**config.mk**
```make
export PLATFORM = sky130hd
export DESIGN_NAME = dual_interval_timer
export DESIGN_NICKNAME = d
export VERILOG_FILES = /design/src/rtl/tmr_pkg.sv /design/src/rtl/tmr_tick_select.sv /design/src/rtl/tmr_channel.sv /design/src/rtl/tmr_irq_unit.sv /design/src/rtl/dual_interval_timer.sv
export SDC_FILE = /design/constraint.sdc
export NUM_CORES = 1
export LEC_CHECK = 0
export ABC_AREA = 1
export BUFFER_PORTS_ARGS = -buffer_cell sky130_fd_sc_hd__buf_2
export CORE_MARGIN = 8
export CORE_UTILIZATION = 36
export CTS_CLUSTER_SIZE = 25
export DETAILED_ROUTE_END_ITERATION = 16
export PLACE_DENSITY = 0.54
export SLEW_MARGIN = 15
export SYNTH_ARGS = -nofsm -noshare
export SYNTH_HDL_FRONTEND = slang
export SYNTH_SLANG_ARGS = --single-unit
```
**constraint.sdc**
```tcl
create_clock -name clk -period 2.7 [get_ports clk]
set_input_delay 0.675 -clock clk [delete_from_list [all_inputs] [get_ports clk]]
set_output_delay 0.675 -clock clk [all_outputs]
set_load 0.01 [all_outputs]
```
**src/rtl/tmr_pkg.sv**
```systemverilog
// Package: shared constants and types of the dual interval timer.
// Assumes byte offsets of 32-bit words; counter n lives at n*TMR_STRIDE.
package tmr_pkg;
    localparam int unsigned OFS_DIV    = 'h00;
    localparam int unsigned OFS_CNT    = 'h04;
    localparam int unsigned OFS_CTRL   = 'h08;
    localparam int unsigned TMR_STRIDE = 'h10;
    localparam int unsigned OFS_MASK   = 'h48;
    localparam int unsigned OFS_ACK    = 'h4C;
    localparam int unsigned OFS_RAW    = 'h50;
    localparam int unsigned OFS_MSKD   = 'h54;

    typedef enum logic [1:0] {
        OP_LOAD = 2'd0,
        OP_HOLD = 2'd1,
        OP_RUN  = 2'd2,
        OP_RSVD = 2'd3
    } tmr_op_e;
endpackage

```
**src/rtl/tmr_tick_select.sv**
```systemverilog
// Module: picks one tick strobe from a source code.
// Codes SRC_BASE..SRC_BASE+NUM_SRC-1 map to strobes 0..NUM_SRC-1;
// every other code yields no tick. Purely combinational.
module tmr_tick_select #(
    parameter int NUM_SRC  = 4,
    parameter int SEL_W    = 3,
    parameter int SRC_BASE = 4
) (
    input  logic [SEL_W-1:0]   sel,
    input  logic [NUM_SRC-1:0] strobes,
    output logic               tick
);
    // Decode the source code into one strobe or none.
    always_comb begin
        tick = 1'b0;
        for (int i = 0; i < NUM_SRC; i++) begin
            if (sel == SEL_W'(SRC_BASE + i)) tick = strobes[i];
        end
    end
endmodule

```
**src/rtl/tmr_channel.sv**
```systemverilog
// Module: one down-counting interval timer.
// Holds divisor, operation and source registers and the counter.
// A control write wins over a tick in the same cycle. A count of 1 or 0
// on a selected running tick expires: expire pulses and the divisor
// reloads. Assumes one write strobe at most per cycle.
module tmr_channel
    import tmr_pkg::*;
#(
    parameter int CNT_W    = 32,
    parameter int SEL_W    = 3,
    parameter int NUM_SRC  = 4,
    parameter int SRC_BASE = 4,
    localparam int CTRL_W  = 2 + SEL_W
) (
    input  logic               clk,
    input  logic               rst_n,
    input  logic               div_we,
    input  logic               ctrl_we,
    input  logic [CNT_W-1:0]   div_wdata,
    input  logic [CTRL_W-1:0]  ctrl_wdata,
    input  logic [NUM_SRC-1:0] strobes,
    output logic [CNT_W-1:0]   count,
    output logic               expire
);
    logic [CNT_W-1:0] div_q;
    logic [CNT_W-1:0] cnt_q;
    tmr_op_e          op_q;
    logic [SEL_W-1:0] sel_q;
    logic             tick;
    logic             step;
    tmr_op_e          new_op;

    tmr_tick_select #(
        .NUM_SRC (NUM_SRC),
        .SEL_W   (SEL_W),
        .SRC_BASE(SRC_BASE)
    ) u_tick_sel (
        .sel    (sel_q),
        .strobes(strobes),
        .tick   (tick)
    );

    assign new_op = tmr_op_e'(ctrl_wdata[1:0]);
    assign step   = (op_q == OP_RUN) && tick && !ctrl_we;
    assign expire = step && (cnt_q <= CNT_W'(1));
    assign count  = cnt_q;

    // Divisor register: plain storage of the reload value.
    always_ff @(posedge clk) begin
        if (!rst_n)      div_q <= '0;
        else if (div_we) div_q <= div_wdata;
    end

    // Control register: operation and tick source.
    always_ff @(posedge clk) begin
        if (!rst_n) begin
            op_q  <= OP_HOLD;
            sel_q <= '0;
        end else if (ctrl_we) begin
            op_q  <= new_op;
            sel_q <= ctrl_wdata[CTRL_W-1:2];
        end
    end

    // Counter: load on command, otherwise step down or reload on expiry.
    always_ff @(posedge clk) begin
        if (!rst_n)                            cnt_q <= '0;
        else if (ctrl_we && new_op == OP_LOAD) cnt_q <= div_q;
        else if (expire)                       cnt_q <= div_q;
        else if (step)                         cnt_q <= cnt_q - CNT_W'(1);
    end
endmodule

```
**src/rtl/tmr_irq_unit.sv**
```systemverilog
// Module: shared interrupt status, mask and acknowledge.
// A status bit is sticky until a one is written to it through the
// acknowledge strobe. A set in the same cycle wins over the clear.
// irq is the OR of status AND mask, taken from registers.
module tmr_irq_unit #(
    parameter int NUM_TMR = 2
) (
    input  logic               clk,
    input  logic               rst_n,
    input  logic [NUM_TMR-1:0] set_evt,
    input  logic               ack_we,
    input  logic               mask_we,
    input  logic [NUM_TMR-1:0] wbits,
    output logic [NUM_TMR-1:0] status,
    output logic [NUM_TMR-1:0] mask,
    output logic               irq
);
    logic [NUM_TMR-1:0] clr;

    assign clr = ack_we ? wbits : '0;

    // Status: clear acknowledged bits, then OR in new expiries.
    always_ff @(posedge clk) begin
        if (!rst_n) status <= '0;
        else        status <= (status & ~clr) | set_evt;
    end

    // Mask: plain storage written by software.
    always_ff @(posedge clk) begin
        if (!rst_n)       mask <= '0;
        else if (mask_we) mask <= wbits;
    end

    assign irq = |(status & mask);
endmodule

```
**src/rtl/dual_interval_timer.sv**
```systemverilog
// Module: top of the dual interval timer.
// Decodes single-cycle register requests, instantiates the counters
// and the interrupt unit, and muxes read data combinationally.
// Assumes full-address match: misaligned or unmapped offsets hit nothing.
module dual_interval_timer
    import tmr_pkg::*;
#(
    parameter int DATA_W   = 32,
    parameter int ADDR_W   = 8,
    parameter int NUM_TMR  = 2,
    parameter int NUM_SRC  = 4,
    parameter int SEL_W    = 3,
    parameter int SRC_BASE = 4
) (
    input  logic               clk,
    input  logic               rst_n,
    input  logic               req_valid,
    input  logic               req_write,
    input  logic [ADDR_W-1:0]  req_addr,
    input  logic [DATA_W-1:0]  req_wdata,
    input  logic [NUM_SRC-1:0] tick_strobe,
    output logic [DATA_W-1:0]  rdata,
    output logic               irq
);
    localparam int CNT_W  = DATA_W;
    localparam int CTRL_W = 2 + SEL_W;

    logic                          wr;
    logic                          rd;
    logic [NUM_TMR-1:0]            div_we_vec;
    logic [NUM_TMR-1:0]            ctrl_we_vec;
    logic [NUM_TMR-1:0]            expire_vec;
    logic [NUM_TMR-1:0]            status_vec;
    logic [NUM_TMR-1:0]            mask_vec;
    logic [NUM_TMR-1:0][CNT_W-1:0] cnt_all;
    logic                          mask_we;
    logic                          ack_we;

    assign wr      = req_valid && req_write;
    assign rd      = req_valid && !req_write;
    assign mask_we = wr && (req_addr == ADDR_W'(OFS_MASK));
    assign ack_we  = wr && (req_addr == ADDR_W'(OFS_ACK));

    for (genvar n = 0; n < NUM_TMR; n++) begin : g_tmr
        localparam int unsigned BASE = n * TMR_STRIDE;

        assign div_we_vec[n]  = wr && (req_addr == ADDR_W'(BASE + OFS_DIV));
        assign ctrl_we_vec[n] = wr && (req_addr == ADDR_W'(BASE + OFS_CTRL));

        tmr_channel #(
            .CNT_W   (CNT_W),
            .SEL_W   (SEL_W),
            .NUM_SRC (NUM_SRC),
            .SRC_BASE(SRC_BASE)
        ) u_chan (
            .clk       (clk),
            .rst_n     (rst_n),
            .div_we    (div_we_vec[n]),
            .ctrl_we   (ctrl_we_vec[n]),
            .div_wdata (req_wdata[CNT_W-1:0]),
            .ctrl_wdata(req_wdata[CTRL_W-1:0]),
            .strobes   (tick_strobe),
            .count     (cnt_all[n]),
            .expire    (expire_vec[n])
        );
    end

    tmr_irq_unit #(
        .NUM_TMR(NUM_TMR)
    ) u_irq (
        .clk    (clk),
        .rst_n  (rst_n),
        .set_evt(expire_vec),
        .ack_we (ack_we),
        .mask_we(mask_we),
        .wbits  (req_wdata[NUM_TMR-1:0]),
        .status (status_vec),
        .mask   (mask_vec),
        .irq    (irq)
    );

    // Read mux: only counts, mask and the two status views are readable.
    always_comb begin
        rdata = '0;
        if (rd) begin
            for (int n = 0; n < NUM_TMR; n++) begin
                if (req_addr == ADDR_W'(n * TMR_STRIDE + OFS_CNT)) rdata = DATA_W'(cnt_all[n]);
            end
            if (req_addr == ADDR_W'(OFS_MASK)) rdata = DATA_W'(mask_vec);
            if (req_addr == ADDR_W'(OFS_RAW))  rdata = DATA_W'(status_vec);
            if (req_addr == ADDR_W'(OFS_MSKD)) rdata = DATA_W'(status_vec & mask_vec);
        end
    end
endmodule

```
Yosys cells after proc, flatten, opt, wreduce, memory -nomap -nowiden
Index checks and enable logic that the tools add are counted.
{ "op_classes": {"add_sub_neg": 2, "order_cmp": 2, "eq_ne": 19, "muxes": 21, "n_bitwise": 5, "reduce_logical": 24} }
{ "op_table": {"columns": ["operator", "n"], "rows": [
  ["$mux W32", 12],
  ["$le A32 B1 Y1 const B", 2],
  ["$sub A32 B1 Y32 const B", 2],
  ["$eq A8 B7 Y1 const B", 4],
  ["$eq A3 B3 Y1 const B", 8],
  ["$eq A8 B5 Y1 const B", 3],
  ["$logic_and A1 B1 Y1", 16],
  ["$eq A8 B3 Y1 const B", 1],
  ["$eq A8 B4 Y1 const B", 1],
  ["$logic_not A8 Y1", 1],
  ["$mux W1", 8],
  ["$and A2 B2 Y2", 3],
  ["$reduce_bool A3 Y1", 2],
  ["$eq A2 B2 Y1 const B", 2],
  ["$logic_not A1 Y1", 3],
  ["$logic_not A2 Y1", 1],
  ["$mux W2", 1],
  ["$not A2 Y2", 1],
  ["$or A2 B2 Y2", 1],
  ["$reduce_or A2 Y1", 1]
]} }
{ "totals": {"ff_bits": 142} }

Logic depth before layout (Yosys ltp)
Gate-level depths: netlist (run 1).
{ "depth": {"word_depth": 10, "depth_mapped": 16, "depth_no_buf": 15} }

Modules after synthesis
From an unflattened synthesis (run 1), not the netlist that was laid out.
{ "hier_totals": {"cells_unflattened": 1427, "hier_area_um2": 8903.5} }
{ "modules_own_cells": {"columns": ["mod", "n_inst", "cells_each", "area_per_inst_um2", "seq_area_each_um2"], "rows": [
  ["tmr_channel", 2, 604, 3846.2, 1381.3],
  ["dual_interval_timer", 1, 172, 957.2, 0.0],
  ["tmr_irq_unit", 1, 23, 156.4, 80.1],
  ["tmr_tick_select", 2, 12, 48.8, 0.0]
]} }

Worst setup path after synthesis (run 1)
OpenSTA, ideal clock, no wires.
{ "synth_path": {"path_type": "input-to-output", "from": "input port req_addr[7]", "to": "output port rdata[1]", "t_arrival_ns": 1.917, "t_required_ns": 2.025, "slack_ns": 0.108, "cell_stages": 8, "path_cell_list": "nor2_4 > nand3_1 > buf_2 > nor2_2 > inv_1 > o21ai_0 > nor2_1 > nor4_1"} }
{ "synth_via": {"elab_chain_len": 7, "word_cells_on_any_way": 11, "classes_between": "5 x eq/ne; 6 x mux"} }
{ "synth_rtl": {"columns": ["item", "line", "rtl"], "rows": [
  ["from (decl)", "dual_interval_timer.sv:19", "input logic [ADDR_W-1:0] req_addr,"],
  ["$eq A8 B3 Y1", "dual_interval_timer.sv:87", "if (req_addr == ADDR_W'(n * TMR_STRIDE + OFS_CNT)) rdata = DATA_W'(cnt_all[n]);"],
  ["$mux W32 (2 in series)", "dual_interval_timer.sv:87", null],
  ["$mux W32", "dual_interval_timer.sv:89", "if (req_addr == ADDR_W'(OFS_MASK)) rdata = DATA_W'(mask_vec);"],
  ["$mux W32", "dual_interval_timer.sv:90", "if (req_addr == ADDR_W'(OFS_RAW)) rdata = DATA_W'(status_vec);"],
  ["$mux W32 *", "dual_interval_timer.sv:91", "if (req_addr == ADDR_W'(OFS_MSKD)) rdata = DATA_W'(status_vec & mask_vec);"],
  ["$mux W32 *", "dual_interval_timer.sv:85", "if (rd) begin"],
  ["to (decl)", "dual_interval_timer.sv:22", "output logic [DATA_W-1:0] rdata,"]
]} }
Mark *: on every way between the ends. The rest lies on a longest branch, timed or not.

Final worst setup path (run 1)
{ "layout_path": {"from": "input port req_addr[6]", "to": "output port rdata[28]"} }
Same word-level chain as after synthesis.

==> summary.md, run 1 <==
| Metric | Value |
|---|---|
| Row count | 56 |
| Routed wl met2 | 15,300 µm |
| PD cells | 462 nW/µm² |
| Fraction of layout cells with a size suffix above 1 | 14.6% |
| CP peak stage delay | 0.19 ns |
| CTS max path bufs | 2 |
| Critical Path Slowest Stage Cell | nor2_4 |
| Cell count after placement | 1,735 |
| CP cell instances | buf_2, nor2_4, nand3_2, nor2_4, buf_12, clkbuf_16, nand2_1, a21oi_1, buf_2 |
| Critical path depth | 9 |
| Final WL | 32,300 µm |
| Total die area | 28,500 µm² |
| Post-synthesis average cell area | 6.26 µm² |
| Seq cells post-synth | 142 |
| Per-cell routed wire length | 18.2 µm |
| Worst endpoint required time | 2.03 ns |
| Post-route insts no fill | 1,770 |
| Worst reg2reg path depth | 11 |
| Die Span Y | 169 µm |
| Storage cell area | 2840 µm² |
| Vias/cell | 5.18 |
| Final nets | 1,489 |
| Cells after Synth | 1,344 |
| Post-Synthesis Cell Area | 8410 µm² |
| Fin crit period | 2.64 ns |
| Cells on Worst Hold Path | 2 |
| Final Cycle Share | 97.9% |
| Seq/Total Area, Yosys | 33.8% |
| Maxcap violations | 0 |
| Post-route design area | 10,100 µm² |
| Worst-path clk slew | 0.06 ns |
| Placer Congestion | 0.939 |
| Hold crit path type | reg -> reg |
| Area delta synth->final | 19.9% |
| I/O Buffers | 80 |
| Synth Flop Type | dfxtp_1 |
| Total power | 4660 µW |
| Number of synthesized flops with an enable pin | 0 |
| Yosys warns | 0 |
| Syn nets | 1,396 |
| Initial Util | 36.3% |
| Fillers | 2,481 |
| Clock skew | 0.0132 ns |
| Antenna-violating nets left | 0 |
| Static Leak | 0.00436 µW |
| Final WS setup | 0.0579 ns |
| Synth async-reset ratio | 0% |
| GRT Total Usage | 22.2% |
| Final setup violation count | 0 |
| Synth top area share | 33.8% |
| Initial antenna violation count | 0 |
| I/O pin count | 81 |
| CP startpoint | req_addr[6] |
| CTS tree | yes |
| CP top delay family | buffers and inverters |
| Largest net degree at the start of global routing | 56 |
| Commonest cells post-synth | 319 x nand2_1, 169 x a21oi_1, 162 x nor2_1 |
| DR DRC count | 0 |
| WL met3 | 1880 µm |
| CTS sink count | 142 |
| DRT Pass-1 Iters | 7 |
| Combined area of the multi-input logic cells | 4760 µm² |
| Post-DP Area | 9400 µm² |
| Top cells by area, synth | dfxtp_1 34%, nand2_1 14%, a21oi_1 10%, nor2_1 7.2%, o21ai_0 6.9% |
| Post-place setup slack | 0.0376 ns |
| Unique masters post-synth | 36 |
| Critical Path Source Type | input port |
| H-tree levels | 4 |
| Max Fclk | 378 MHz |
| Hold path startpoint | g_tmr[0].u_chan.div_q[26] |
| Post-DP HPWL | 24,200 µm |
| Most common cell in the netlist | nand2_1 |
| Post-synth top area cell | dfxtp_1 |
| Vias in the first global route | 8,584 |
| Setup CP Type | in -> out |
| Worst-path fanout max | 13 |
| DR vias | 9,171 |
| Cell at the root of the clock tree | clkbuf_16 |
| Critical path buffers and inverters | 4 |
| Worst r2r src | g_tmr[1].u_chan.count[0] |
| Max VDD drop | 316 µV |
| Final Max Tran Viols | 0 |
| CP endpoint kind | output port |
| Final Core Density | 43.5% |
| Total gr overflow | 0 |
| Wl on met1 | 14,300 µm |
| First-pass GRT wire length | 49,100 µm |
| DIE WIDTH | 169 µm |
| Slew margin rel. | 57.1% |
| Initial DRC Count | 782 |
| Number of CTS-inserted buffers | 17 |
| Placeable Area | 23,200 µm² |
| Final hold vios | 0 |
| Worst-skew pair later-pin latency | 0.43 ns |
| Slew @ Worst Pin | 0.643 ns |
| WP data arrival | 1.97 ns |
| Top routing layer in use | met4 |
| Status | finished, final reports clean |
-- repair_timing --
action                                  4_1_cts  5_1_grt
resized for setup                             0       14
hold endpoints to repair                      0        0
hold buffers                                  0        0
buffers inserted                              0        1
endpoints found under the setup margin        0       28
-- placed cells by master, fill, tap and decap left out, drive strengths merged --
| cell | instances |
|---|---|
| a211oi | 6 |
| a21oi | 171 |
| buf | 133 |
| bufinv | 1 |
| clkbuf | 20 |
| clkinv | 6 |
| clkinvlp | 2 |
| dfxtp | 142 |
| diode | 1 |
| ha | 4 |
| inv | 153 |
| nand2 | 326 |
| nand3 | 110 |
| nand3b | 6 |
| nand4 | 35 |
| nor2 | 171 |
| nor3 | 4 |
| nor3b | 1 |
| nor4 | 1 |
| o211ai | 4 |
| o21ai | 124 |
| o21bai | 3 |
| o221ai | 1 |
| or2 | 2 |
| xnor2 | 10 |
| xor2 | 14 |
-- cells by family after synthesis --
logic type,Yosys count,share of synthesized area (%)
and+or+nand+nor,656,33.6
AOI/OAI and AO/OA,309,19.1
buffers and inverters,209,10.4
DFF,142,33.8
xor gates and xnor gates,24,2.50
adders and majority gates,4,0.595
-- worst register-to-register path, stage by stage (launching register included) --
cell and delay [ns]:
dfxtp_1 0.35, inv_1 0.16, ha_1 0.25, o21ai_0 0.10, nor2_1 0.09, nand2_1 0.07, nor2_2 0.19, nand2_4 0.18
nand2_4 0.33, nand2_1 0.17, nand3_1 0.13, a21oi_1 0.07
-- final timing paths --
path | endpoint | slack [ns]
worst max-delay path | rdata[28] | 0.06
worst min-delay path | g_tmr[0].u_chan.div_q[26] | 0.45
worst max register to register | g_tmr[1].u_chan.count[24] | 0.48
worst min register to register | g_tmr[0].u_chan.div_q[26] | 0.45
-- per-layer routing --
layer,global-route usage [%],up-vias
li1,-,4581
met1,28.5,4293
met2,36.6,242
met3,4.89,55
met4,6.91,0
met5,0,-
-- sequential cells by signal, summed over array words and instances, names as in the netlist --
name                cells
g_tmr.u_chan.count     64
g_tmr.u_chan.div_q     64
g_tmr.u_chan.op_q       4
g_tmr.u_chan.sel_q      6
u_irq.mask              2
u_irq.status            2
-- through the flow --
stage / TNS, ns / hold WS [ns]
floorplan: 0 / 0.430
global placement: 0 / 0.436
detailed placement: 0 / 0.444
CTS: 0 / 0.452
global route: -0.0814 / 0.469
finish: 0 / 0.451
-- layout make-up --
cell class	count	area share, %
diodes	1	0.0248
well taps	319	3.96
repair buffers	134	9.40
clock inverters	13	1.30
multi-input cells	993	47.2
inverters	149	5.55
flip-flops and latches	142	28.2
clock buffers	19	4.39
-- report_power, final --
part	leakage, µW	switching (µW)	internal (µW)
clock network	0.000277	1030	1320
registers	0.00114	1.08	2100
logic	0.00294	141	71.3
Note: power is estimated with default switching activity, not from simulation.
==> run 2, diff against run 1 <==
--- a/config.mk
+++ b/config.mk
@@ -5,13 +5,12 @@
 export SDC_FILE = /design/constraint.sdc
 export NUM_CORES = 1
 export LEC_CHECK = 0
-export ABC_AREA = 1
 export BUFFER_PORTS_ARGS = -buffer_cell sky130_fd_sc_hd__buf_2
 export CORE_MARGIN = 8
 export CORE_UTILIZATION = 36
 export CTS_CLUSTER_SIZE = 25
 export DETAILED_ROUTE_END_ITERATION = 16
-export PLACE_DENSITY = 0.54
+export PLACE_DENSITY = 0.56
 export SLEW_MARGIN = 15
 export SYNTH_ARGS = -nofsm -noshare
 export SYNTH_HDL_FRONTEND = slang
==> constraint.sdc (replaced) <==
create_clock -name clk -period 2.2 [get_ports clk]
set_input_delay 0.55 -clock clk [delete_from_list [all_inputs] [get_ports clk]]
set_output_delay 0.55 -clock clk [all_outputs]
set_load 0.01 [all_outputs]
==> run 2 against run 1 <==
Synthesized cell count fell by 25%. Cell count fell by 11%. Worst setup slack got worse by 0.42 ns. Critical path type is now reg -> reg. The run now ends with negative setup slack left. Synthesized area fell by 9.7%.
==> summary.md, run 2 <==
| Metric | Value |
|---|---|
| CTS sink count | 142 (unchanged) |
| Unique masters post-synth | 72 (+100%) |
| Commonest cells post-synth | 181 x nand2_1, 142 x dfxtp_1, 120 x a21oi_1 |
| Slew margin rel. | 45.7% (-11 points) |
| I/O pin count | 81 (unchanged) |
| WHS | 0.360 ns (-0.0908 ns) |
| PD cells | 487 nW/µm² (+5.4%) |
| DRT Pass-1 Iters | 5 (-2) |
| Post-synthesis mux area share | 2.04% (+2.0 points) |
| Seq cells post-synth | 142 (unchanged) |
| # diodes | 0 (-1) |
| Status | finished, violations left |
| Post-Synthesis Cell Area | 7600 µm² (-9.7%) |
| DR vias | 9,489 (+3.5%) |
| Most frequent cells in the layout | 195 x buf_4, 174 x nand2_1, 134 x dfxtp_1 |
| I/O Buffers | 80 (unchanged) |
| Antenna-violating nets left | 0 (unchanged) |
| CTS tree | yes |
| Total die area | 26,000 µm² (-8.8%) |
| CTS max path bufs | 2 (unchanged) |
| Slew @ Worst Pin | 0.812 ns (+0.169 ns) |
| Final nets | 1,336 (-10%) |
| Final Max Tran Viols | 0 (unchanged) |
| Largest family of logic cells by synthesized area | simple AND/OR/NAND/NOR gates |
| Synth top area share | 37.4% (+3.6 points) |
| Static Leak | 0.00483 µW (+11%) |
| GRT Total Usage | 26.2% (+3.9 points) |
| Seq/Total Area, Yosys | 37.4% (+3.6 points) |
| Critical Path Source Type | flip-flop |
| Post-DP Area | 10,000 µm² (+6.6%) |
| Post-Synth Simple-Gate Area | 28.8% (-4.8 points) |
| Hold crit path type | in -> reg |
| Final hold vios | 0 (unchanged) |
| Final Core Density | 57.7% (+14 points) |
| Per-cell routed wire length | 22.6 µm (+24%) |
| WP data arrival | 2.89 ns (+0.92 ns) |
| Clock skew | 0.00886 ns (-0.00438 ns) |
| Yosys warns | 0 (unchanged) |
| Number of CTS-inserted buffers | 17 (unchanged) |
| Hold_buf cts | 0 (unchanged) |
| Vias in the first global route | 8,832 (+2.9%) |
| Area delta synth->final | 58.7% |
| Most common cell in the netlist | nand2_1 |
| Maxcap violations | 0 (unchanged) |
| Final Cycle Share | 117% |
| Compound-Gate Fraction of Synth Area | 25.6% (+6.5 points) |
| Final WL | 35,600 µm (+10%) |
| Synth Area in Adders | 0.659% (+0.064 points) |
| Worst-path clk slew | 0.07 ns (about the same) |
| Largest net degree at the start of global routing | 47 (-16%) |
| Post-synthesis average cell area | 7.57 µm² (+21%) |
| Initial Util | 36.4% (+0.11 points) |
| DIE WIDTH | 161 µm (-4.5%) |
| Post-Synth XOR/XNOR Area | 0% (-2.5 points) |
| Syn nets | 1,055 (-24%) |
| H-tree levels | 4 (unchanged) |
| Synth async-reset ratio | 0% (unchanged) |
| Cell at the root of the clock tree | clkbuf_16 |
| DR DRC count | 0 (unchanged) |
| Fraction of layout cells with a size suffix above 1 | 42.7% (+28 points) |
| Number of synthesized flops with an enable pin | 0 (unchanged) |
| Synth Flop Type | dfxtp_1 |
| Post-DP HPWL | 25,700 µm (+6.2%) |
| First-pass GRT wire length | 52,800 µm (+7.6%) |
| Initial DRC Count | 1,161 (+48%) |
| Row count | 53 (-5.4%) |
| Fin crit period | 2.57 ns |
| Worst-path fanout max | 7 (-6) |
| Placer Congestion | 0.990 (+5.4%) |
| Cells after Synth | 1,003 (-25%) |
| Worst endpoint required time | 2.53 ns (+0.50 ns) |
| Total gr overflow | 0 (unchanged) |
| CP endpoint kind | flip-flop |
| Final WS setup | -0.367 ns (-0.425 ns) |
| Worst-skew pair later-pin latency | 0.43 ns (about the same) |
| Setup CP Type | reg -> reg |
| Top cells by area, synth | dfxtp_1 37%, nand2_1 8.9%, a21oi_1 7.9%, nor2_1 4.1%, a22oi_1 3.8% |
| Commonest non-fill, non-tap cell in the layout | buf_4 |
| Initial antenna violation count | 0 (unchanged) |
| Vias/cell | 6.04 (+16%) |
| Post-synth top area cell | dfxtp_1 |
| Max VDD drop | 535 µV (+69%) |
| RSZ-0062 raised after global routing | true |
| Max Fclk | 390 MHz |
| Placeable Area | 20,900 µm² (-9.9%) |
| Die Span Y | 161 µm (-4.5%) |
| Post-route design area | 12,100 µm² (+20%) |
| Violated checks | negative setup slack |
| Final setup violation count | 83 (+83) |
run 2: cell types whose count changed after synthesis, sizes merged, moves of 33 or more:
cell,delta
nor2,-87
inv,-138
a22oi,+38
nand3,-78
a21oi,-51
nor3,+33
o21ai,-83
nand2,-145
run 2: timing repair:
item                       4_1_cts  5_1_grt
buffers inserted                19       12
gates cloned                     7        3
pin swaps                       49       74
setup endpoints to repair       96       98
resized for setup              130      124
run 2: worst paths after layout:
check / start / end / slack [ns] / depth (start not counted)
max: g_tmr[0].u_chan.count[11] / g_tmr[0].u_chan.count[28] / -0.37 / 7
min: req_wdata[19] / g_tmr[1].u_chan.div_q[19] / 0.36 / 3
max reg2reg: g_tmr[0].u_chan.count[11] / g_tmr[0].u_chan.count[28] / -0.37 / 7
min reg2reg: g_tmr[0].u_chan.div_q[12] / g_tmr[0].u_chan.div_q[12] / 0.46 / 2
run 2: area by class of cell:
type | count | area, µm²
multi-input cells | 773 | 5320
clock buffers | 19 | 433
well taps | 275 | 344
inverters | 10 | 38.8
flip-flops and latches | 142 | 2850
clock inverters | 13 | 151
repair buffers | 340 | 2920
fillers | 1915 | 8830
run 2: kinds of logic (layout without fill, tap and decap cells):
logic type	after synthesis	count (layout)
and+or+nand+nor	454	454
AOI/OAI and AO/OA	302	302
DFF	142	142
buffers and inverters	88	382
muxes	13	13
adders and majority gates	4	4
run 2: per-stage QoR:
| step | TNS [ns] | worst slack (ns) | cells | power [µW] |
|---|---|---|---|---|
| CTS | -18.43 | -0.347 | 1560 | 5860 |
| floorplan | -15.14 | -0.435 | 1003 | 2730 |
| global placement | -41.63 | -0.621 | 1506 | 2900 |
| finish | -20.86 | -0.367 | 1572 | 5870 |
| global route | -24.84 | -0.412 | 1572 | 6020 |
| detailed placement | -42.12 | -0.641 | 1506 | 2900 |
run 2: power breakdown:
| group | leakage (µW) | internal, µW | total (µW) | switching, µW |
|---|---|---|---|---|
| clock network | 0.000284 | 1700 | 2950 | 1250 |
| logic | 0.00340 | 143 | 343 | 201 |
| registers | 0.00115 | 2570 | 2570 | 1.07 |
run 2: metal layers:
layer | routed length (µm) | up-vias | global-route usage [%]
met1 | 15100 | 4502 | 35.5
met2 | 15900 | 574 | 40.5
met4 | 1370 | 0 | 9.51
met3 | 3330 | 108 | 5.14
li1 | - | 4305 | -
met5 | 0 | - | 0
run 2: critical path: stages (launching register included):
cell	delay, ns
dfxtp_2	0.32
or3_4	0.39
or4_4	0.54
or3_4	0.45
buf_8	0.17
o41ai_2	0.26
o31ai_1	0.13
a32o_1	0.22
